**src/rtl/mac_stat_pkg.sv**
```systemverilog
package mac_stat_pkg;

    localparam int NUM_CTR = 8;

    // counter slots, slot i lives at BASE_ADDR + 2*i
    localparam int CTR_SYM     = 0;
    localparam int CTR_UNSUP   = 1;
    localparam int CTR_TXPAUSE = 2;
    localparam int CTR_RXPAUSE = 3;
    localparam int CTR_RXBAD   = 4;
    localparam int CTR_CRC     = 5;
    localparam int CTR_ALIGN   = 6;
    localparam int CTR_TXBAD   = 7;

    localparam logic [7:0]  BASE_ADDR = 8'hE2;
    localparam logic [15:0] LEN_MIN   = 16'd64;
    localparam logic [15:0] CTRL_TYPE = 16'h8808;
    localparam logic [15:0] PAUSE_OP  = 16'h0001;

    typedef struct packed {
        logic        vld;
        logic [15:0] len;
        logic        fcs_bad;
        logic        dribble;
        logic        sym_err;
        logic        in_coll;
        logic        ovf;
        logic [15:0] etype;
        logic [15:0] opcode;
    } rx_stat_t;

    typedef struct packed {
        logic        vld;
        logic [15:0] len;
        logic        unf;
        logic        pause;
    } tx_stat_t;

    function automatic logic len_legal(input logic [15:0] len, input logic [1:0] sel);
        logic [15:0] lim;
        case (sel)
            2'd0:    lim = 16'd1518;
            2'd1:    lim = 16'd1522;
            2'd2:    lim = 16'd1535;
            default: lim = 16'hFFFF;
        endcase
        return (len >= LEN_MIN) && ((sel == 2'd3) || (len <= lim));
    endfunction

endpackage

```
**src/rtl/mac_stat_classify.sv**
```systemverilog
module mac_stat_classify
    import mac_stat_pkg::*;
(
    input  logic               clk,
    input  logic               rst_n,
    input  rx_stat_t           rx,
    input  tx_stat_t           tx,
    input  logic [1:0]         rx_max_sel,
    input  logic [1:0]         tx_max_sel,
    output logic [NUM_CTR-1:0] inc
);

    logic rx_len_ok, tx_len_ok, crc_err, aln_err, sym_cnt, rx_bad, tx_bad, ctrl_ok;

    always_comb begin
        rx_len_ok = len_legal(rx.len, rx_max_sel);
        tx_len_ok = len_legal(tx.len, tx_max_sel);
        crc_err   = rx.fcs_bad && !rx.dribble;
        aln_err   = rx.fcs_bad &&  rx.dribble;
        sym_cnt   = rx.sym_err && !rx.in_coll;
        rx_bad    = !rx_len_ok || crc_err || rx.ovf || sym_cnt;
        tx_bad    = !tx_len_ok || tx.unf;
        ctrl_ok   = !rx_bad && !rx.fcs_bad && (rx.etype == CTRL_TYPE);

        inc               = '0;
        inc[CTR_SYM]      = rx.vld && sym_cnt;
        inc[CTR_CRC]      = rx.vld && crc_err;
        inc[CTR_ALIGN]    = rx.vld && aln_err;
        inc[CTR_RXBAD]    = rx.vld && rx_bad;
        inc[CTR_RXPAUSE]  = rx.vld && ctrl_ok && (rx.opcode == PAUSE_OP);
        inc[CTR_UNSUP]    = rx.vld && ctrl_ok && (rx.opcode != PAUSE_OP);
        inc[CTR_TXBAD]    = tx.vld && tx_bad;
        inc[CTR_TXPAUSE]  = tx.vld && tx.pause && !tx_bad;
    end


    fcs_pass_chk: assert property (@(posedge clk) disable iff (!rst_n)
        !rx.fcs_bad |-> !inc[CTR_CRC] && !inc[CTR_ALIGN]);


    pause_src_chk: assert property (@(posedge clk) disable iff (!rst_n)
        inc[CTR_RXPAUSE] |-> rx.etype == CTRL_TYPE && rx.opcode == PAUSE_OP
                             && !inc[CTR_RXBAD] && !inc[CTR_UNSUP]);

endmodule

```
**src/rtl/mac_stat_ctr.sv**
```systemverilog
module mac_stat_ctr #(
    parameter int W = 32
) (
    input  logic         clk,
    input  logic         rst_n,
    input  logic         clr,
    input  logic         inc,
    output logic [W-1:0] cnt
);

    typedef struct packed {
        logic [W-1:0] cnt;
    } ctr_st_t;

    ctr_st_t st_d, st_q;

    always_comb begin
        st_d = st_q;
        if (clr)
            st_d.cnt = '0;
        else if (inc && (st_q.cnt != '1))
            st_d.cnt = st_q.cnt + W'(1);
    end

    always_ff @(posedge clk) begin
        if (!rst_n) st_q <= '0;
        else        st_q <= st_d;
    end

    assign cnt = st_q.cnt;


    sat_hold_chk: assert property (@(posedge clk) disable iff (!rst_n)
        (st_q.cnt == '1 && !clr) |=> st_q.cnt == '1);


    clr_zero_chk: assert property (@(posedge clk) disable iff (!rst_n)
        clr |=> st_q.cnt == '0);


    step_one_chk: assert property (@(posedge clk) disable iff (!rst_n)
        !clr |=> (st_q.cnt == $past(st_q.cnt)) || (st_q.cnt == $past(st_q.cnt) + W'(1)));

endmodule

```
**src/rtl/mac_stat_readout.sv**
```systemverilog
module mac_stat_readout
    import mac_stat_pkg::*;
#(
    parameter int N = 8,
    parameter int W = 32
) (
    input  logic           clk,
    input  logic           rst_n,
    input  logic           clr,
    input  logic           rd,
    input  logic [7:0]     addr,
    input  logic [N*W-1:0] cnt_flat,
    output logic [15:0]    rdata
);

    localparam logic [7:0] SPAN = 8'(2 * N);

    typedef struct packed {
        logic [15:0] rdata;
        logic [15:0] shadow;
    } rd_st_t;

    rd_st_t st_d, st_q;
    logic [7:0]  offset;
    logic        mapped;
    logic [31:0] sel_val;

    always_comb begin
        offset  = addr - BASE_ADDR;
        mapped  = (addr >= BASE_ADDR) && (offset < SPAN);
        sel_val = '0;
        for (int i = 0; i < N; i++) begin
            if (offset[7:1] == 7'(i))
                sel_val = 32'(cnt_flat[i*W +: W]);
        end

        st_d = st_q;
        if (clr)
            st_d.shadow = '0;
        if (rd) begin
            if (!mapped) begin
                st_d.rdata = '0;
            end else if (!offset[0]) begin
                st_d.rdata = sel_val[15:0];
                if (!clr)
                    st_d.shadow = sel_val[31:16];
            end else begin
                st_d.rdata = st_q.shadow;
            end
        end
    end

    always_ff @(posedge clk) begin
        if (!rst_n) st_q <= '0;
        else        st_q <= st_d;
    end

    assign rdata = st_q.rdata;


    unmapped_zero_chk: assert property (@(posedge clk) disable iff (!rst_n)
        (rd && (addr < BASE_ADDR || addr >= BASE_ADDR + SPAN)) |=> rdata == 16'h0000);


    hold_rdata_chk: assert property (@(posedge clk) disable iff (!rst_n)
        !rd |=> $stable(rdata));

endmodule

```
**src/rtl/mac_stat_bank.sv**
```systemverilog
module mac_stat_bank
    import mac_stat_pkg::*;
#(
    parameter int CTR_W = 32
) (
    input  logic        clk,
    input  logic        rst_n,
    input  logic        clr,
    input  logic [1:0]  rx_max_sel,
    input  logic [1:0]  tx_max_sel,
    input  logic        rx_done,
    input  logic [15:0] rx_bytes,
    input  logic        rx_fcs_bad,
    input  logic        rx_dribble,
    input  logic        rx_sym_err,
    input  logic        rx_in_coll,
    input  logic        rx_fifo_ovf,
    input  logic [15:0] rx_etype,
    input  logic [15:0] rx_opcode,
    input  logic        tx_done,
    input  logic [15:0] tx_bytes,
    input  logic        tx_fifo_unf,
    input  logic        tx_is_pause,
    input  logic        reg_rd,
    input  logic [7:0]  reg_addr,
    output logic [15:0] reg_rdata
);

    rx_stat_t rx_s;
    tx_stat_t tx_s;
    logic [NUM_CTR-1:0]       inc;
    logic [NUM_CTR*CTR_W-1:0] cnt_flat;

    assign rx_s = '{vld: rx_done, len: rx_bytes, fcs_bad: rx_fcs_bad, dribble: rx_dribble,
                    sym_err: rx_sym_err, in_coll: rx_in_coll, ovf: rx_fifo_ovf,
                    etype: rx_etype, opcode: rx_opcode};
    assign tx_s = '{vld: tx_done, len: tx_bytes, unf: tx_fifo_unf, pause: tx_is_pause};

    mac_stat_classify u_cls (
        .clk        (clk),
        .rst_n      (rst_n),
        .rx         (rx_s),
        .tx         (tx_s),
        .rx_max_sel (rx_max_sel),
        .tx_max_sel (tx_max_sel),
        .inc        (inc)
    );

    for (genvar g = 0; g < NUM_CTR; g++) begin : g_ctr
        mac_stat_ctr #(.W(CTR_W)) u_ctr (
            .clk   (clk),
            .rst_n (rst_n),
            .clr   (clr),
            .inc   (inc[g]),
            .cnt   (cnt_flat[g*CTR_W +: CTR_W])
        );
    end

    mac_stat_readout #(.N(NUM_CTR), .W(CTR_W)) u_rd (
        .clk      (clk),
        .rst_n    (rst_n),
        .clr      (clr),
        .rd       (reg_rd),
        .addr     (reg_addr),
        .cnt_flat (cnt_flat),
        .rdata    (reg_rdata)
    );

endmodule

```
**config.mk**
```make
export PLATFORM = sky130hd
export DESIGN_NAME = mac_stat_bank
export DESIGN_NICKNAME = d
export VERILOG_FILES = /design/src/rtl/mac_stat_pkg.sv /design/src/rtl/mac_stat_classify.sv /design/src/rtl/mac_stat_ctr.sv /design/src/rtl/mac_stat_readout.sv /design/src/rtl/mac_stat_bank.sv
export SDC_FILE = /design/constraint.sdc
export NUM_CORES = 1
export LEC_CHECK = 0
export BUFFER_PORTS_ARGS = -buffer_cell sky130_fd_sc_hd__buf_4
export CAP_MARGIN = 10
export CORE_ASPECT_RATIO = 0.75
export CORE_MARGIN = 4
export CORE_UTILIZATION = 57
export CTS_BUF_LIST = sky130_fd_sc_hd__clkbuf_4
export CTS_CLUSTER_DIAMETER = 150
export DETAILED_ROUTE_END_ITERATION = 7
export PLACE_DENSITY = 0.9
export SLEW_MARGIN = 0
export SYNTH_ARGS = -nofsm -noshare
export SYNTH_HDL_FRONTEND = slang
export SYNTH_SLANG_ARGS = --single-unit
```
**constraint.sdc**
```tcl
create_clock -name clk -period 3.1 [get_ports clk]
set_input_delay 0.62 -clock clk [delete_from_list [all_inputs] [get_ports clk]]
set_output_delay 0.62 -clock clk [all_outputs]
set_load 0.02 [all_outputs]
```
# Word level (Yosys, flattened, before mapping)
# Index checks and enable logic that the tools add are counted.
word_totals:
  reg_bits: 288
  inputBits: 89
  output_inout_bits: 16
  elab_cells: 110
op_classes:
  addsub: 9
  n_lt_le_gt_ge: 6
  eq_ne: 24
  n_mux: 17
  n_bitwise: 1
  n_reduce_logical: 43
op_table:
  columns: ["op", "count"]
  rows:
  - ["adder 32 x 1 -> 32 bit, second input constant", 8]
  - ["two-way mux 32 bit", 8]
  - ["!= test 32 bit, second input constant", 8]
  - ["two-way mux 16 bit", 7]
  - ["one-hot mux 16 bit (3 select lines)", 2]
  - ["greater-or-equal comparator 16 x 7 -> 1 bit, second input constant", 2]
  - ["<= comparator 16 bit", 2]
  - ["== test 7 x 3 -> 1 bit, second input constant", 4]
  - ["logical AND 1 bit", 26]
  - ["== test 16 x 1 -> 1 bit, second input constant", 1]
  - ["== test 16 bit, second input constant", 1]
  - ["!= test 16 x 1 -> 1 bit, second input constant", 1]
  - ["== test 7 x 2 -> 1 bit, second input constant", 2]
  - ["== test 2 bit, second input constant", 4]
  - ["greater-or-equal comparator 8 bit, second input constant", 1]
  - ["< comparator 8 x 5 -> 1 bit, second input constant", 1]
  - ["subtractor 8 bit, second input constant", 1]
  - ["== test 7 x 1 -> 1 bit, second input constant", 1]
  - ["zero test 1 bit", 7]
  - ["zero test 7 bit", 1]
  - ["logical OR 1 bit", 6]
  - ["== test 2 x 1 -> 1 bit, second input constant", 2]
  - ["zero test 2 bit", 2]
  - ["OR reduction 2 bit", 1]
  - ["inverter 1 bit", 1]

# Longest topological paths before layout
# Gate-level depths: netlist (run 1).
depth:
  word_depth: 15
  mapped_depth: 11
  mapped_depth_nobuf: 9

# Hierarchy
# Synthesis (run 1) repeated with hierarchy kept, for this count alone.
hier_totals:
  cells_unflattened: 2202
  hier_area_um2: 17636.9
by_module_without_submodules:
  columns: ["mod", "n_inst", "cells_each", "area_each_um2", "seq_area_each_um2"]
  rows:
  - ["mac_stat_ctr", 8, 203, 1667.8, 640.6]
  - ["mac_stat_readout", 1, 476, 3529.6, 640.6]
  - ["mac_stat_classify", 1, 102, 764.5, 0.0]

# Worst setup path before layout (run 1)
# Ideal clock, no wire load.
synth_path:
  path_kind: "input port to flip-flop"
  startpoint: "in rx_max_sel[0]"
  endpoint: "reg g_ctr[1].u_ctr.st_q, in the netlist g_ctr[1].u_ctr.cnt[21]"
  setup_time_ns: 0.117
  arrival_ns: 2.990
  t_required_ns: 2.983
  slack_ns: -0.007
  stages: 10
  path_buffers: 1
  path_cell_list: "nand2_1 -> ha_1 -> a211oi_1 -> nor2_1 -> a2111o_1 -> a2111o_1 -> buf_2 -> or4_1 -> nand3_1 -> o21ai_1"
synth_between:
  elab_chain_cells: 15
  elab_cells_between_ends: 18
  classes_between: "order compare: 1; eq/ne: 3; mux: 1; reduce/logical: 13"
synth_rtl:
  columns: ["element", "line", "text"]
  rows:
  - ["start, declared", "mac_stat_bank.sv:9", "input logic [1:0] rx_max_sel,"]
  - ["== test 2 bit (tied with other cells)", "mac_stat_pkg.sv:41", "case (sel)"]
  - ["one-hot mux 16 bit (3 select lines)", "mac_stat_pkg.sv:41", null]
  - ["<= comparator 16 bit", "mac_stat_pkg.sv:47", "return (len >= LEN_MIN) && ((sel == 2'd3) || (len <= lim));"]
  - ["logical OR 1 bit *", "mac_stat_pkg.sv:47", null]
  - ["logical AND 1 bit *", "mac_stat_pkg.sv:47", null]
  - ["zero test 1 bit *", "mac_stat_classify.sv:21", "rx_bad = !rx_len_ok || crc_err || rx.ovf || sym_cnt;"]
  - ["logical OR 1 bit * (3 in a row)", "mac_stat_classify.sv:21", null]
  - ["zero test 1 bit *", "mac_stat_classify.sv:23", "ctrl_ok = !rx_bad && !rx.fcs_bad && (rx.etype == CTRL_TYPE);"]
  - ["logical AND 1 bit * (2 in a row)", "mac_stat_classify.sv:23", null]
  - ["logical AND 1 bit * (2 in a row)", "mac_stat_classify.sv:31", "inc[CTR_UNSUP] = rx.vld && ctrl_ok && (rx.opcode != PAUSE_OP);"]
  - ["logical AND 1 bit *", "mac_stat_ctr.sv:21", "else if (inc && (st_q.cnt != '1))"]
  - ["end signal, assigned", "mac_stat_ctr.sv:27", "else st_q <= st_d;"]
  - ["end, declared", "mac_stat_ctr.sv:15", "ctr_st_t st_d, st_q;"]
# Every way passes the cells marked *; elsewhere a longest branch is shown, timed or not.
# A chain may end at the register's enable or synchronous reset.

# Worst setup path in the final report (run 1)
layout_path:
  startpoint: "reg g_ctr[4].u_ctr.st_q, in the netlist g_ctr[4].u_ctr.cnt[0]"
  endpoint: "reg g_ctr[4].u_ctr.st_q, in the netlist g_ctr[4].u_ctr.cnt[30]"
layout_between:
  elab_chain_cells: 2
  elab_cells_between_ends: 3
  classes_between: "add/sub: 1; eq/ne: 1; reduce/logical: 1"
layout_rtl:
  columns: ["element", "line"]
  rows:
  - ["start, declared", "mac_stat_ctr.sv:15"]
  - ["start signal, assigned", "mac_stat_ctr.sv:27"]
  - ["branches (longest 2 deep; another with adder 32 x 1 -> 32 bit)", null]
# Parallel ways; which one is timed is not known.

==> out/results.ini, run 1 <==
[worst_setup_path]
r2r_end=g_ctr[4].u_ctr.cnt[30]
reg2reg_from=g_ctr[4].u_ctr.cnt[0]
critPathKind=register to register
path_max_fanout=7
crit_chain=ha_1 -> nand3_1 -> nor4_4 -> nand2_1 -> or4b_1 -> or3_1 -> a21oi_1
cp.required_ns=3.72
reg2regPathDepth=7
crit_path_top_delay_cell=or4b_1
crit_arrival_ns=3.46
critPathBufInv=0
crit_start=g_ctr[4].u_ctr.cnt[0]
cp.depth=7
cpPeakStageDelay_ns=0.61
ff2ff_setup_slack_ns=0.26
end_kind=register
startpoint_type=register
critical-path-top-delay-family=simple AND/OR/NAND/NOR gates

[power]
p_leak_nw=6.23
power_density_mw_per_mm2=396
ir_drop_mv=0.319

[cts]
clkLatencyLatePin_ns=0.73
cts_made_buffers=72
cts_resized=0
post_cts_buffers=0
cts_root_buf=clkbuf_4
clk_pin_slew_ns=0.08
cts_buffer_depth=3
cts_num_sinks=288
tritoncts=yes
cts_max_level=3
ctsHoldBuffers=0

[yosys]
synth_enable_flop_cells=0
synthSimpleGateAreaFrac_pct=31.6
avgSynthCellArea_sq_um=7.91
yosysWarnings=0
synth-compound-area-share_pct=14.9
ys_seq_area_share_pct=35.2
netlist_area_sq_mm=0.0164
synth_fp_nets=2186
ys_top_cells_by_count=288 x dfxtp_1, 258 x nor2_1, 184 x nand2_1
synthAdderAreaFrac_pct=2.14
synth_area_leader_cell=dfxtp_1
ys_types=74
synth_top_family_by_area=simple AND/OR/NAND/NOR gates
synthFlopType=dfxtp_1
synthTopCellsByArea=dfxtp_1 35%, nor2_1 5.9%, xor2_1 4.5%
yosys.area.top_type_share_pct=35.2
yosys-mux-area-fraction_pct=3.48
synthCells=2069
async_flop_share_pct=0
yosysMostFrequentCell=dfxtp_1
ys_ff_latch=288
yosys.area_share.xor_xnor_pct=8.30

[sta]
worstMarginPinSlew_ns=0.869
setup_tns_ns=0
finalHoldViolations=0
slew_headroom_pct=41.6
rsz0062_at_grt=false
final-setup-viol-count=0
finalMaxSlewViolations=0
fmax_mhz=352
clock-skew-final_ns=0.0429
period_share_pct=91.7
fin_crit_ns=2.84

[min_path]
hp-start=rst_n
holdPathEnd=u_rd.rdata[11]
worstHoldPathType=primary input to register
hold_depth=3

[drt]
drt_first_pass_iters=7
detail-route-antenna-nets=0
wire_per_inst_microns=20.0
vias_per_cell=6.51
route.vias.total=17021
first_iter_violations=2285
drc=0
routed_wirelength_microns=52300

[cells_and_area]
seqCellArea_sq_mm=0.00577
multi_input_area_sq_mm=0.00992
final_cells=2616
area_growth_pct=13.2
nets=2302
post-route-util_pct=65.7
drive_above_1_share_pct=15.1
final_area_sq_mm=0.0185
nFillCells=2310

[die]
rows=53
core_sq_mm=0.0282
die_area_sq_mm=0.0315
die_height_microns=155
start_util_pct=58.1
io_pins=105
die_w_microns=204

[placement]
postPlaceCellArea_sq_mm=0.0177
place_hpwl_microns=38600
place.gp.congestion=1.01
placedCellCount=2496
port_buffers=104

[job]
maxCapViolations=0

[status]
outcome=completed

[grt]
antenna_found_initial=3
grt_use_total_pct=32.0
grt_pass1_wl_microns=83100
grt_remaining_overflow=0
grt_max_degree=94
grt_pass1_vias=15838

-- state kept, by name, indices dropped and copies added, names as in the netlist --
name / flops
u_rd.st_q: 16
u_rd.rdata: 16
g_ctr.u_ctr.cnt: 256
-- worst min-delay path: stages --
cell and delay [ns]:
buf_4 0.20, nand2_1 0.07, o21ai_0 0.06
-- worst max path at each step --
stage | slack (ns) | endpoint
4_1_cts | 0.30 | g_ctr[4].u_ctr.cnt[30]
3_5_place_dp | -0.28 | g_ctr[1].u_ctr.cnt[8]
5_1_grt | 0.12 | g_ctr[4].u_ctr.cnt[30]
2_1_floorplan | 0.04 | g_ctr[1].u_ctr.cnt[21]
6_report | 0.26 | g_ctr[4].u_ctr.cnt[30]
3_3_place_gp | -0.12 | g_ctr[1].u_ctr.cnt[11]
-- per-layer routing --
| metal | GRT usage [%] | share of wire (%) |
|---|---|---|
| met1 | 44.0 | 41 |
| met4 | 12.0 | 3.9 |
| met2 | 49.7 | 44 |
| met3 | 7.00 | 11 |
| met5 | 0 | 0.033 |
-- area by class of cell --
class                      instances  area share, %
clock inverter                    13          0.277
multi-input combinational       1612           53.6
inverter                          39          0.790
tap                              385           2.60
antenna                            2         0.0270
clock buffer                     105           4.25
timing repair buffer             172           7.37
sequential                       288           31.1
-- report_power, final --
group / total [mW] / internal, mW / switching (mW)
registers: 3.71 / 3.70 / 0.00784
logic: 0.531 / 0.206 / 0.325
clock network: 3.10 / 1.54 / 1.56
total: 7.34 / 5.45 / 1.89
-- kinds of logic (layout without fill, tap and decap cells) --
| group | Yosys count | count (layout) |
|---|---|---|
| other | 0 | 2 |
| flip-flops | 288 | 288 |
| AND/OR/NAND/NOR | 1007 | 1007 |
| AO/OA/AOI/OAI | 374 | 374 |
| XOR/XNOR | 155 | 155 |
| adder cells (fa/ha/maj) | 28 | 28 |
| buffers and inverters | 169 | 329 |
| multiplexers | 48 | 48 |
-- cells in the final DEF, fill, tap and decap left out, drive strengths merged, types with 31 or more instances in the layout --
cell type  synthesis  routed
nand3            127     127
xnor2             71      71
nand2            184     184
mux2              31      31
dfxtp            288     288
a21oi             79      79
nor3              61      61
or3               42      42
clkbuf            98     105
nand2b            34      34
nand4            100     100
nor2             258     258
and3              42      42
o21ai            103     103
xor2              84      84
buf               32     172
nor4              43      43
inv               39      41
-- metrics by stage --
stage               hold WS (ns)  setup WS, ns  power [mW]
floorplan                  0.443        0.0405        4.07
detailed placement         0.457        -0.279        4.31
global placement           0.456        -0.121        4.29
CTS                        0.227         0.300        7.35
global route               0.239         0.120        7.60
finish                     0.253         0.257        7.34
No activity file was read; power rests on OpenSTA's default activity.
==> run 2, diff against run 1 <==
--- a/config.mk
+++ b/config.mk
@@ -9,11 +9,11 @@
 export CAP_MARGIN = 10
 export CORE_ASPECT_RATIO = 0.75
 export CORE_MARGIN = 4
-export CORE_UTILIZATION = 57
+export CORE_UTILIZATION = 30
 export CTS_BUF_LIST = sky130_fd_sc_hd__clkbuf_4
 export CTS_CLUSTER_DIAMETER = 150
 export DETAILED_ROUTE_END_ITERATION = 7
-export PLACE_DENSITY = 0.9
+export PLACE_DENSITY = 0.58
 export SLEW_MARGIN = 0
 export SYNTH_ARGS = -nofsm -noshare
 export SYNTH_HDL_FRONTEND = slang
==> out/results.ini, run 2 (synthesized netlist as in run 1, its figures left out) <==
[cts]
cts_buffer_depth=3
cts_root_buf=clkbuf_4
tritoncts=yes
post_cts_buffers=0
cts_resized=0
clk_pin_slew_ns=0.08
ctsHoldBuffers=0
clkLatencyLatePin_ns=0.77
cts_max_level=3
cts_made_buffers=77
cts_num_sinks=288

[cells_and_area]
nFillCells=5639
nets=2321
layout_common_cells=288 x dfxtp_1, 257 x nor2_1, 184 x nand2_1, 177 x buf_4, 127 x nand3_1
largest_reg_flops=256
drive_above_1_share_pct=16.2
final_cells=2975
final_area_sq_mm=0.0192
layout_commonest_cell=dfxtp_1
area_growth_pct=17.5

[sta]
rsz0062_at_grt=false
finalHoldViolations=0
final-setup-viol-count=0
slew_headroom_pct=39.6
period_share_pct=86.2
setup_tns_ns=0
clock-skew-final_ns=0.0607
finalMaxSlewViolations=0
worstMarginPinSlew_ns=0.906
fmax_mhz=374
fin_crit_ns=2.67

[worst_setup_path]
critPathKind=register to register
path_common_cell=nand4_1
crit_path_top_delay_cell=o41ai_2
cp.required_ns=3.71
critical-path-top-delay-family=simple AND/OR/NAND/NOR gates
cpPeakStageDelay_ns=0.51
critPathBufInv=1
startpoint_type=register
end_kind=register
crit_chain=nand4_1 -> nor3_1 -> nand4_1 -> o41ai_2 -> a21o_1 -> buf_12 -> or4_1 -> a21oi_1
path_max_fanout=50
crit_arrival_ns=3.28

[grt]
grt_pass1_vias=15277
antenna_found_initial=1
grt_remaining_overflow=0
grt_use_total_pct=18.8
grt_pass1_wl_microns=88200
grt_max_degree=94

[placement]
placedCellCount=2837
port_buffers=104
postPlaceCellArea_sq_mm=0.0182
place_hpwl_microns=42200
place.gp.congestion=0.940

[drt]
wire_per_inst_microns=19.0
first_iter_violations=1613
detail-route-antenna-nets=0
vias_per_cell=5.49
drt_first_pass_iters=6
routed_wirelength_microns=56400
drc=0
route.vias.total=16341

[die]
die_height_microns=210
start_util_pct=30.6
die_area_sq_mm=0.0584
die_w_microns=278
rows=73
io_pins=105
core_sq_mm=0.0534

[power]
clkPwrFrac_pct=45.3
power_mw=7.78
ir_drop_mv=0.211
intPower_mw=5.74
p_comb_share_pct=7.0
power_density_mw_per_mm2=405
switchingPower_mw=2.04
p_leak_nw=6.40
power_frac_seq_pct=47.7
p_sw_share_pct=26.2

[status]
outcome=completed

[min_path]
worstHoldPathType=primary input to register

[job]
maxCapViolations=0

run 2: cell count changes in the layout (fill, tap and decap cells not counted), moves of 3 or more:
cell      before  now
clkinv_1       9   12
buf_4        166  177
clkbuf_4     105  119
buf_12         6    9
run 2: metal layers:
layer | wire length [microns] | global-route usage [%]
met5 | 0 | 0
met4 | 1450 | 5.33
met3 | 4960 | 4.89
met2 | 23400 | 27.0
met1 | 26600 | 27.7
run 2: layout make-up:
class / instances / area (sq um) / area share (%)
Clock buffer: 119 / 893 / 4.65
Inverter: 39 / 146 / 0.761
Clock inverter: 17 / 96.3 / 0.501
Timing Repair Buffer: 186 / 1510 / 7.85
Sequential cell: 288 / 5770 / 30.0
Tap cell: 712 / 891 / 4.63
Multi-Input combinational cell: 1612 / 9920 / 51.6
Antenna cell: 2 / 5.00 / 0.0260
run 2: power by group through the flow:
stage | clock, mW | sequential (mW) | combinational (mW)
6_report | 3.52 | 3.71 | 0.545
5_1_grt | 3.83 | 3.71 | 0.592
4_1_cts | 3.63 | 3.71 | 0.543
3_5_place_dp | 0 | 3.80 | 0.541
3_3_place_gp | 0 | 3.80 | 0.528
2_1_floorplan | 0 | 3.79 | 0.278
run 2: worst min-delay path, delay by kind of cell:
family	cells	cell delay [ns]
AND/OR/NAND/NOR	1	0.05
AO/OA/AOI/OAI	1	0.09
buffers and inverters	1	0.18
run 2: path summary, 6_finish.rpt:
check	cells past startpoint	startpoint	endpoint	slack, ns
worst max-delay path	8	g_ctr[7].u_ctr.cnt[20]	g_ctr[7].u_ctr.cnt[16]	0.43
worst min-delay path	3	rst_n	u_rd.rdata[6]	0.21
worst max register to register	8	g_ctr[7].u_ctr.cnt[20]	g_ctr[7].u_ctr.cnt[16]	0.43
worst min register to register	2	g_ctr[3].u_ctr.cnt[31]	g_ctr[3].u_ctr.cnt[31]	0.48
run 2: through the flow:
stage	hold slack, ns	utilization (%)	worst slack [ns]
3_3_place_gp	0.463	34.1	-0.198
6_report	0.211	36.0	0.428
3_5_place_dp	0.463	34.1	-0.259
4_1_cts	0.142	36.0	0.454
5_1_grt	0.161	36.0	0.196
2_1_floorplan	0.443	-	0.0405
